[config.mk]
export PLATFORM = sky130hd
export DESIGN_NAME = alu32_zf
export DESIGN_NICKNAME = d
export VERILOG_FILES = /design/src/rtl/alu32_pkg.sv /design/src/rtl/alu32_logic.sv /design/src/rtl/alu32_addsub.sv /design/src/rtl/alu32_zero.sv /design/src/rtl/alu32_zf.sv
export SDC_FILE = /design/constraint.sdc
export NUM_CORES = 1
export LEC_CHECK = 0
export BUFFER_PORTS_ARGS = -buffer_cell sky130_fd_sc_hd__buf_2
export CORE_MARGIN = 2
export CORE_UTILIZATION = 30
export DETAILED_ROUTE_END_ITERATION = 10
export PLACE_DENSITY = 0.62
export SLEW_MARGIN = 20
export SYNTH_ARGS = -nofsm -noshare
export SYNTH_HDL_FRONTEND = slang
export SYNTH_HIERARCHICAL = 1
export SYNTH_SLANG_ARGS = --single-unit
[constraint.sdc]
create_clock -name vclk -period 4.1
set_clock_uncertainty 0.05 [all_clocks]
set_input_delay 0.205 -clock vclk [all_inputs]
set_output_delay 0.205 -clock vclk [all_outputs]
set_load 0.01 [all_outputs]
[src/rtl/alu32_pkg.sv]
package alu32_pkg;

   localparam int ALU_SEL_W = 4;

   typedef enum logic [ALU_SEL_W-1:0] {
      ALU_AND = 4'b0000,
      ALU_OR  = 4'b0001,
      ALU_ADD = 4'b0010,
      ALU_SUB = 4'b0110,
      ALU_SLT = 4'b0111,
      ALU_NOR = 4'b1100
   } alu_op_e;

   // Adder structure choice
   localparam int ADDER_BEHAV  = 0;
   localparam int ADDER_RIPPLE = 1;

   // Width of each slice in the tree zero detector
   localparam int ZERO_SLICE_W = 8;

endpackage

[src/rtl/alu32_logic.sv]
module alu32_logic #(
   parameter int W = 32
) (
   input  logic [W-1:0] a,
   input  logic [W-1:0] b,
   output logic [W-1:0] and_o,
   output logic [W-1:0] or_o,
   output logic [W-1:0] nor_o
);

   genvar gi;
   generate
      for (gi = 0; gi < W; gi++) begin : g_bit
         assign and_o[gi] = a[gi] & b[gi];
         assign or_o[gi]  = a[gi] | b[gi];
         assign nor_o[gi] = ~(a[gi] | b[gi]);
      end
   endgenerate

endmodule

[src/rtl/alu32_addsub.sv]
module alu32_addsub
   import alu32_pkg::*;
#(
   parameter int W    = 32,
   parameter int ARCH = ADDER_BEHAV
) (
   input  logic [W-1:0] a,
   input  logic [W-1:0] b,
   input  logic         sub,
   output logic [W-1:0] sum,
   output logic         ovf
);

   localparam int MSB = W - 1;

   logic [W-1:0] b_eff;
   assign b_eff = b ^ {W{sub}};

   generate
      if (ARCH == ADDER_RIPPLE) begin : g_ripple
         logic [W:0] cy;
         assign cy[0] = sub;
         for (genvar gi = 0; gi < W; gi++) begin : g_cell
            logic p;
            assign p          = a[gi] ^ b_eff[gi];
            assign sum[gi]    = p ^ cy[gi];
            assign cy[gi + 1] = (a[gi] & b_eff[gi]) | (p & cy[gi]);
         end
         // Signed overflow: carries into and out of the top bit differ
         assign ovf = cy[W] ^ cy[MSB];
      end else begin : g_behav
         assign sum = a + b_eff + {{(W-1){1'b0}}, sub};
         assign ovf = (a[MSB] == b_eff[MSB]) && (sum[MSB] != a[MSB]);
      end
   endgenerate

endmodule

[src/rtl/alu32_zero.sv]
module alu32_zero
   import alu32_pkg::*;
#(
   parameter int W    = 32,
   parameter bit TREE = 1'b1
) (
   input  logic [W-1:0] v,
   output logic         is_zero
);

   localparam int NSLICE = W / ZERO_SLICE_W;

   generate
      if (TREE) begin : g_tree
         logic [NSLICE-1:0] slice_clr;
         for (genvar gs = 0; gs < NSLICE; gs++) begin : g_slice
            assign slice_clr[gs] = ~|v[gs*ZERO_SLICE_W +: ZERO_SLICE_W];
         end
         assign is_zero = &slice_clr;
      end else begin : g_flat
         assign is_zero = ~|v;
      end
   endgenerate

endmodule

[src/rtl/alu32_zf.sv]
module alu32_zf
   import alu32_pkg::*;
#(
   parameter int WIDTH      = 32,
   parameter int ADDER_ARCH = ADDER_BEHAV,
   parameter bit ZERO_TREE  = 1'b1
) (
   input  logic [WIDTH-1:0]     opa,
   input  logic [WIDTH-1:0]     opb,
   input  logic [ALU_SEL_W-1:0] op_sel,
   output logic [WIDTH-1:0]     result,
   output logic                 zero
);

   localparam int MSB = WIDTH - 1;

   // Elaboration-time parameter checks
   generate
      if (WIDTH < 2) begin : g_bad_width
         $error("alu32_zf: WIDTH must be at least 2");
      end
      if (ZERO_TREE && (WIDTH % ZERO_SLICE_W != 0)) begin : g_bad_tree
         $error("alu32_zf: tree zero detector needs WIDTH divisible by slice width");
      end
      if (ADDER_ARCH != ADDER_BEHAV && ADDER_ARCH != ADDER_RIPPLE) begin : g_bad_arch
         $error("alu32_zf: unknown ADDER_ARCH");
      end
   endgenerate

   logic [WIDTH-1:0] and_w, or_w, nor_w, sum_w;
   logic             ovf_w;
   logic             sub_mode;
   logic             lt_bit;

   // Subtraction is shared by difference and comparison
   assign sub_mode = (op_sel == ALU_SUB) || (op_sel == ALU_SLT);

   alu32_logic #(.W(WIDTH)) u_logic (
      .a     (opa),
      .b     (opb),
      .and_o (and_w),
      .or_o  (or_w),
      .nor_o (nor_w)
   );

   alu32_addsub #(.W(WIDTH), .ARCH(ADDER_ARCH)) u_addsub (
      .a   (opa),
      .b   (opb),
      .sub (sub_mode),
      .sum (sum_w),
      .ovf (ovf_w)
   );

   // Signed less-than: sign of the difference corrected by overflow
   assign lt_bit = sum_w[MSB] ^ ovf_w;

   always_comb begin
      case (op_sel)
         ALU_AND: result = and_w;
         ALU_OR:  result = or_w;
         ALU_NOR: result = nor_w;
         ALU_ADD: result = sum_w;
         ALU_SUB: result = sum_w;
         ALU_SLT: result = {{(WIDTH-1){1'b0}}, lt_bit};
         default: result = '0;
      endcase
   end

   alu32_zero #(.W(WIDTH), .TREE(ZERO_TREE)) u_zero (
      .v       (result),
      .is_zero (zero)
   );

endmodule

Word-level counts from Yosys, hierarchy flattened
Cells that the tools add are included.
{"block": "totals", "regBits": 0, "output_inout_bits": 33, "elab_cells": 121}
{"block": "op_classes", "add_sub_neg": 2, "eq_ne": 7, "muxes": 1, "bitwise": 98, "n_reduce_logical": 13}
{"op": "$pmux W32 S5", "n": 1}
{"op": "$add A32 B1 Y32", "n": 1}
{"op": "$add A32 B32 Y32", "n": 1}
{"op": "$and A1 B1 Y1", "n": 32}
{"op": "$not A1 Y1", "n": 32}
{"op": "$or A1 B1 Y1", "n": 32}
{"op": "$reduce_or A8 Y1", "n": 4}
{"op": "$xor A32 B32 Y32", "n": 1}
{"op": "$eq A4 B3 Y1 const B", "n": 2}
{"op": "$eq A4 B1 Y1 const B", "n": 1}
{"op": "$eq A4 B2 Y1 const B", "n": 1}
{"op": "$eq A4 B4 Y1 const B", "n": 1}
{"op": "$logic_not A1 Y1", "n": 4}
{"op": "$logic_not A4 Y1", "n": 1}
{"op": "$reduce_and A4 Y1", "n": 1}
{"op": "$reduce_or A2 Y1", "n": 1}
{"op": "$eq A1 B1 Y1", "n": 1}
{"op": "$logic_and A1 B1 Y1", "n": 1}
{"op": "$logic_or A1 B1 Y1", "n": 1}
{"op": "$ne A1 B1 Y1", "n": 1}
{"op": "$xor A1 B1 Y1", "n": 1}

Longest topological paths before layout
{"block": "depth", "depth_word": 12, "mapped_depth": 20, "mapped_depth_nobuf": 17}

Modules after synthesis
The synthesis kept the hierarchy.
{"mod": "alu32_addsub", "n_inst": 1, "cells_each": 286, "area_each_um2": 2048.2}
{"mod": "alu32_zf", "n_inst": 1, "cells_each": 123, "area_each_um2": 813.3}
{"mod": "alu32_logic", "n_inst": 1, "cells_each": 96, "area_each_um2": 560.5}
{"mod": "alu32_zero", "n_inst": 1, "cells_each": 11, "area_each_um2": 72.6}

Least setup slack after synthesis
Ideal clock, no wire load.
{"block": "synth_timing", "path_kind": "input port to output port", "from": "in op_sel[1]", "to": "out zero", "arrival_time_ns": 3.828, "required_ns": 3.845, "path_slack_ns": 0.017, "stages": 19, "path_cell_list": "nor2b_1 and2_1 buf_2 clkbuf_1 xor2_1 ha_1 nand4_1 o221a_4 a211oi_2 nor2_1 o21a_1 o21ai_2 mux2i_1 xor2_1 a32oi_1 a22oi_1 nor4_1 nand4_1 nor2_1"}
{"block": "synth_via", "elab_chain_cells": 12, "word_cells_on_any_way": 25, "cone_classes": "2 x add/sub; 7 x eq/ne; 1 x mux; 2 x bitwise; 13 x reduce/logical"}
{"element": "from (decl)", "line_no": "alu32_zf.sv:10", "rtl": "input logic [ALU_SEL_W-1:0] op_sel,"}
{"element": "$eq A4 B3 Y1", "line_no": "alu32_zf.sv:36", "rtl": "assign sub_mode = (op_sel == ALU_SUB) || (op_sel == ALU_SLT);"}
{"element": "$logic_or A1 B1 Y1 *", "line_no": "alu32_zf.sv:36"}
{"element": "named net sub_mode", "line_no": "alu32_zf.sv:32", "rtl": "logic sub_mode;"}
{"element": "$xor A32 B32 Y32", "line_no": "alu32_addsub.sv:17", "rtl": "assign b_eff = b ^ {W{sub}};"}
{"element": "$add A32 B32 Y32", "line_no": "alu32_addsub.sv:32", "rtl": "assign sum = a + b_eff + {{(W-1){1'b0}}, sub};"}
{"element": "$add A32 B1 Y32", "line_no": "alu32_addsub.sv:32"}
{"element": "$ne A1 B1 Y1", "line_no": "alu32_addsub.sv:33", "rtl": "assign ovf = (a[MSB] == b_eff[MSB]) && (sum[MSB] != a[MSB]);"}
{"element": "$logic_and A1 B1 Y1 *", "line_no": "alu32_addsub.sv:33"}
{"element": "named net ovf_w", "line_no": "alu32_zf.sv:31", "rtl": "logic ovf_w;"}
{"element": "$xor A1 B1 Y1 *", "line_no": "alu32_zf.sv:55", "rtl": "assign lt_bit = sum_w[MSB] ^ ovf_w;"}
{"element": "$pmux W32 S5 *", "line_no": "alu32_zf.sv:58", "rtl": "case (op_sel)"}
{"element": "named net result[0]", "line_no": "alu32_zf.sv:11", "rtl": "output logic [WIDTH-1:0] result,"}
{"element": "$reduce_or A8 Y1 *", "line_no": "alu32_zero.sv:17", "rtl": "assign slice_clr[gs] = ~|v[gs*ZERO_SLICE_W +: ZERO_SLICE_W];"}
{"element": "$logic_not A1 Y1 *", "line_no": "alu32_zero.sv:17"}
{"element": "$reduce_and A4 Y1 *", "line_no": "alu32_zero.sv:19", "rtl": "assign is_zero = &slice_clr;"}
{"element": "to (decl)", "line_no": "alu32_zf.sv:12", "rtl": "output logic zero"}
The timed path passes the listed nets; every way through them passes the cells marked *.

Worst setup path after layout
{"block": "layout_timing", "from": "in op_sel[1]", "to": "out zero"}
{"block": "layout_via", "elab_chain_cells": 12, "word_cells_on_any_way": 25, "cone_classes": "2 x add/sub; 7 x eq/ne; 1 x mux; 2 x bitwise; 13 x reduce/logical"}
{"element": "$eq A4 B3 Y1", "line_no": "alu32_zf.sv:36"}
{"element": "$logic_or A1 B1 Y1 *", "line_no": "alu32_zf.sv:36"}
{"element": "named net sub_mode", "line_no": "alu32_zf.sv:32"}
{"element": "$xor A32 B32 Y32", "line_no": "alu32_addsub.sv:17"}
{"element": "$add A32 B32 Y32", "line_no": "alu32_addsub.sv:32"}
{"element": "$add A32 B1 Y32", "line_no": "alu32_addsub.sv:32"}
{"element": "$ne A1 B1 Y1", "line_no": "alu32_addsub.sv:33"}
{"element": "$logic_and A1 B1 Y1 *", "line_no": "alu32_addsub.sv:33"}
{"element": "named net ovf_w", "line_no": "alu32_zf.sv:31"}
{"element": "$xor A1 B1 Y1 *", "line_no": "alu32_zf.sv:55"}
{"element": "$pmux W32 S5 *", "line_no": "alu32_zf.sv:58"}
{"element": "$reduce_or A8 Y1 *", "line_no": "alu32_zero.sv:17"}
{"element": "$logic_not A1 Y1 *", "line_no": "alu32_zero.sv:17"}
{"element": "$reduce_and A4 Y1 *", "line_no": "alu32_zero.sv:19"}
Marks and branches as above.

==> results.py <==
metrics = {
    "flow_run": {
        "drv_cap": 0,
    },
    "final_layout": {
        "fin_util": 0.4311,
        "seq_cells": 0,
        "register_area_sq_um": 0,
        "multi_input_area_sq_um": 3601,
        "antenna_cells": 0,
        "syn_to_final_growth_pct": 40.24,
        "clock_buffers": 0,
        "drive_above_1_share": 0.3922,
        "num-fill-cells": 1170,
        "fin_area_sq_um": 4901,
        "layout.nets": 764,
    },
    "timing": {
        "fmax_ghz": 0.2545,
        "fin_crit_ps": 3930,
        "hold_violations": 0,
        "finalCritPeriodShare": 0.9585,
        "finalSetupTns_ps": 0,
        "worst_slew_pin_slew_ps": 762.0,
        "holdWs_ps": 866.6,
        "setup_viol": 0,
        "relSlewSlack": 0.4920,
        "slew_violations": 0,
    },
    "drt": {
        "wirelength_um": 13010,
        "drtPass1Iterations": 5,
        "vias_per_cell": 5.537,
        "drtIter0Drc": 343,
        "wl_per_cell_um": 16.14,
        "ant_nets": 0,
        "dr_total_vias": 4463,
        "remaining_drc_errors": 0,
    },
    "placement": {
        "dpl_cell_area_sq_um": 4553,
        "place_hpwl_um": 10430,
        "io_buffer_count": 101,
        "gp_congestion": 0.9361,
    },
    "global_routing": {
        "antenna_found_initial": 0,
        "grtUsageTotal": 0.1937,
        "grt_pass1_vias": 4443,
        "grt_max_degree": 32,
        "grt_first_pass_wirelength_um": 21000,
        "grt_overflow": 0,
    },
    "synthesis": {
        "yosys_warnings": 6,
        "synthTopCellsByCount": "63 x a22oi_1, 46 x nor2_1, 43 x xor2_1",
        "ys_seq_area_frac": 0,
        "synth_area_leaders": "a22oi_1 14%, xor2_1 11%, ha_1 11%",
        "synth_area_sq_um": 3495,
        "yosysMostFrequentCell": "a22oi_1",
        "yosys.area.top_type": "a22oi_1",
        "avgSynthCellArea_sq_um": 6.772,
        "syn_inst": 516,
        "synth_cell_type_count": 55,
        "synth.top_cell.area_share": 0.1353,
        "synth_nets": 615,
    },
    "worst_setup_path": {
        "crit_path_max_incr_delay_ps": 550,
        "critPathKind": "in2out",
        "crit_path_end_kind": "output port",
        "critPathArrivalTime_ps": 3670,
        "crit_fanout": 15,
        "cp.required_ps": 3850,
        "crit_path_cell_trace": "buf_6, nor2b_4, and2_4, buf_12, xor2_1, ha_1, nand4_1, or4_1, o21ai_2, mux2i_1, xor2_1, a32oi_1, a22oi_2, nor4_2, nand4_1, nor2_1, buf_2",
        "cp-start-kind": "input port",
        "cp_slowest_cell": "or4_1",
    },
    "floorplanning": {
        "io_pins": 101,
        "initial_utilization": 0.3074,
        "placementRows": 39,
        "die_x_um": 111.9,
        "die_h_um": 111.9,
        "core_sq_um": 11370,
        "dieArea_sq_um": 12530,
    },
    "clock_tree": {
        "hold_buffers": 0,
    },
    "run_status": {
        "status": "completed",
    },
    "power": {
        "ir_worst_vdd_mv": 0.06887,
        "pwr_density_cell_nw_per_um2": 185.2,
        "p_leak_nw": 2.136,
    },
    "worst_hold_path": {
        "min_path_type": "in2out",
    },
}
timing repair:
action,4_1_cts,5_1_grt
pin swaps,2,22
setup buffers,3,7
endpoints found under the setup margin,1,1
gates resized for setup,5,48
final cells by class:
type,instances,share of cell area
inverter,6,0.004595
multi-input combinational,482,0.7347
tap,143,0.03651
timing repair buffer,175,0.2242
report_power, final:
part           total (W)  internal (W)  switching, W  leakage [nW]
combinational   0.000908      0.000427      0.000481          2.14
clock                  0             0             0             0
sequential             0             0             0             0
total           0.000908      0.000427      0.000481          2.14
metrics by stage:
| step | power, W | instances | setup slack (ps) |
|---|---|---|---|
| 6_report | 0.0009079 | 806 | 170.3 |
| 5_1_grt | 0.0009896 | 806 | -15.29 |
| 4_1_cts | 0.0008344 | 799 | 51.06 |
| 3_5_place_dp | 0.0008199 | 796 | -129.7 |
| 3_3_place_gp | 0.0008132 | 796 | -114.6 |
| 2_1_floorplan | 0.0004976 | 516 | 17.38 |
worst max-delay path: cells and delay by family:
kind / cells / cell delay [ps]
XOR/XNOR: 2 / 270
AO/OA/AOI/OAI: 3 / 570
multiplexers: 1 / 250
buffers and inverters: 3 / 400
AND/OR/NAND/NOR: 7 / 1620
adder cells (fa/ha/maj): 1 / 360
final timing paths:
kind	depth (start not counted)	endpoint	startpoint	slack, ps
setup / recovery	17	zero	op_sel[1]	170
hold / removal	5	result[29]	opa[29]	870
placed cells by master (no fill, tap or decap), drive strengths merged, types with 11 or more instances in the layout:
cell	netlist	routed
nor2	46	46
and2	34	34
ha	30	30
xor2	43	43
a21oi	37	37
o21a	11	11
a22oi	63	63
xnor2	20	20
nand2	32	32
buf	13	175
o21ai	54	54
nand4	12	12
or2	34	34
metal layers:
metal / track usage / wire (um)
met5: 0 / 0
met4: 0.05122 / 365
met3: 0.01361 / 530
met2: 0.3479 / 6375
met1: 0.2507 / 5739
kinds of logic (layout without fill, tap and decap cells):
logic type	count (synthesis)	in the layout	synth area share
AOI/OAI and AO/OA	199	199	0.3799
and+or+nand+nor	187	187	0.2975
xor gates and xnor gates	63	63	0.1579
buffers and inverters	34	181	0.04582
adders and majority gates	31	31	0.1131
muxes	2	2	0.005729
(Power assumes the default switching activity.)
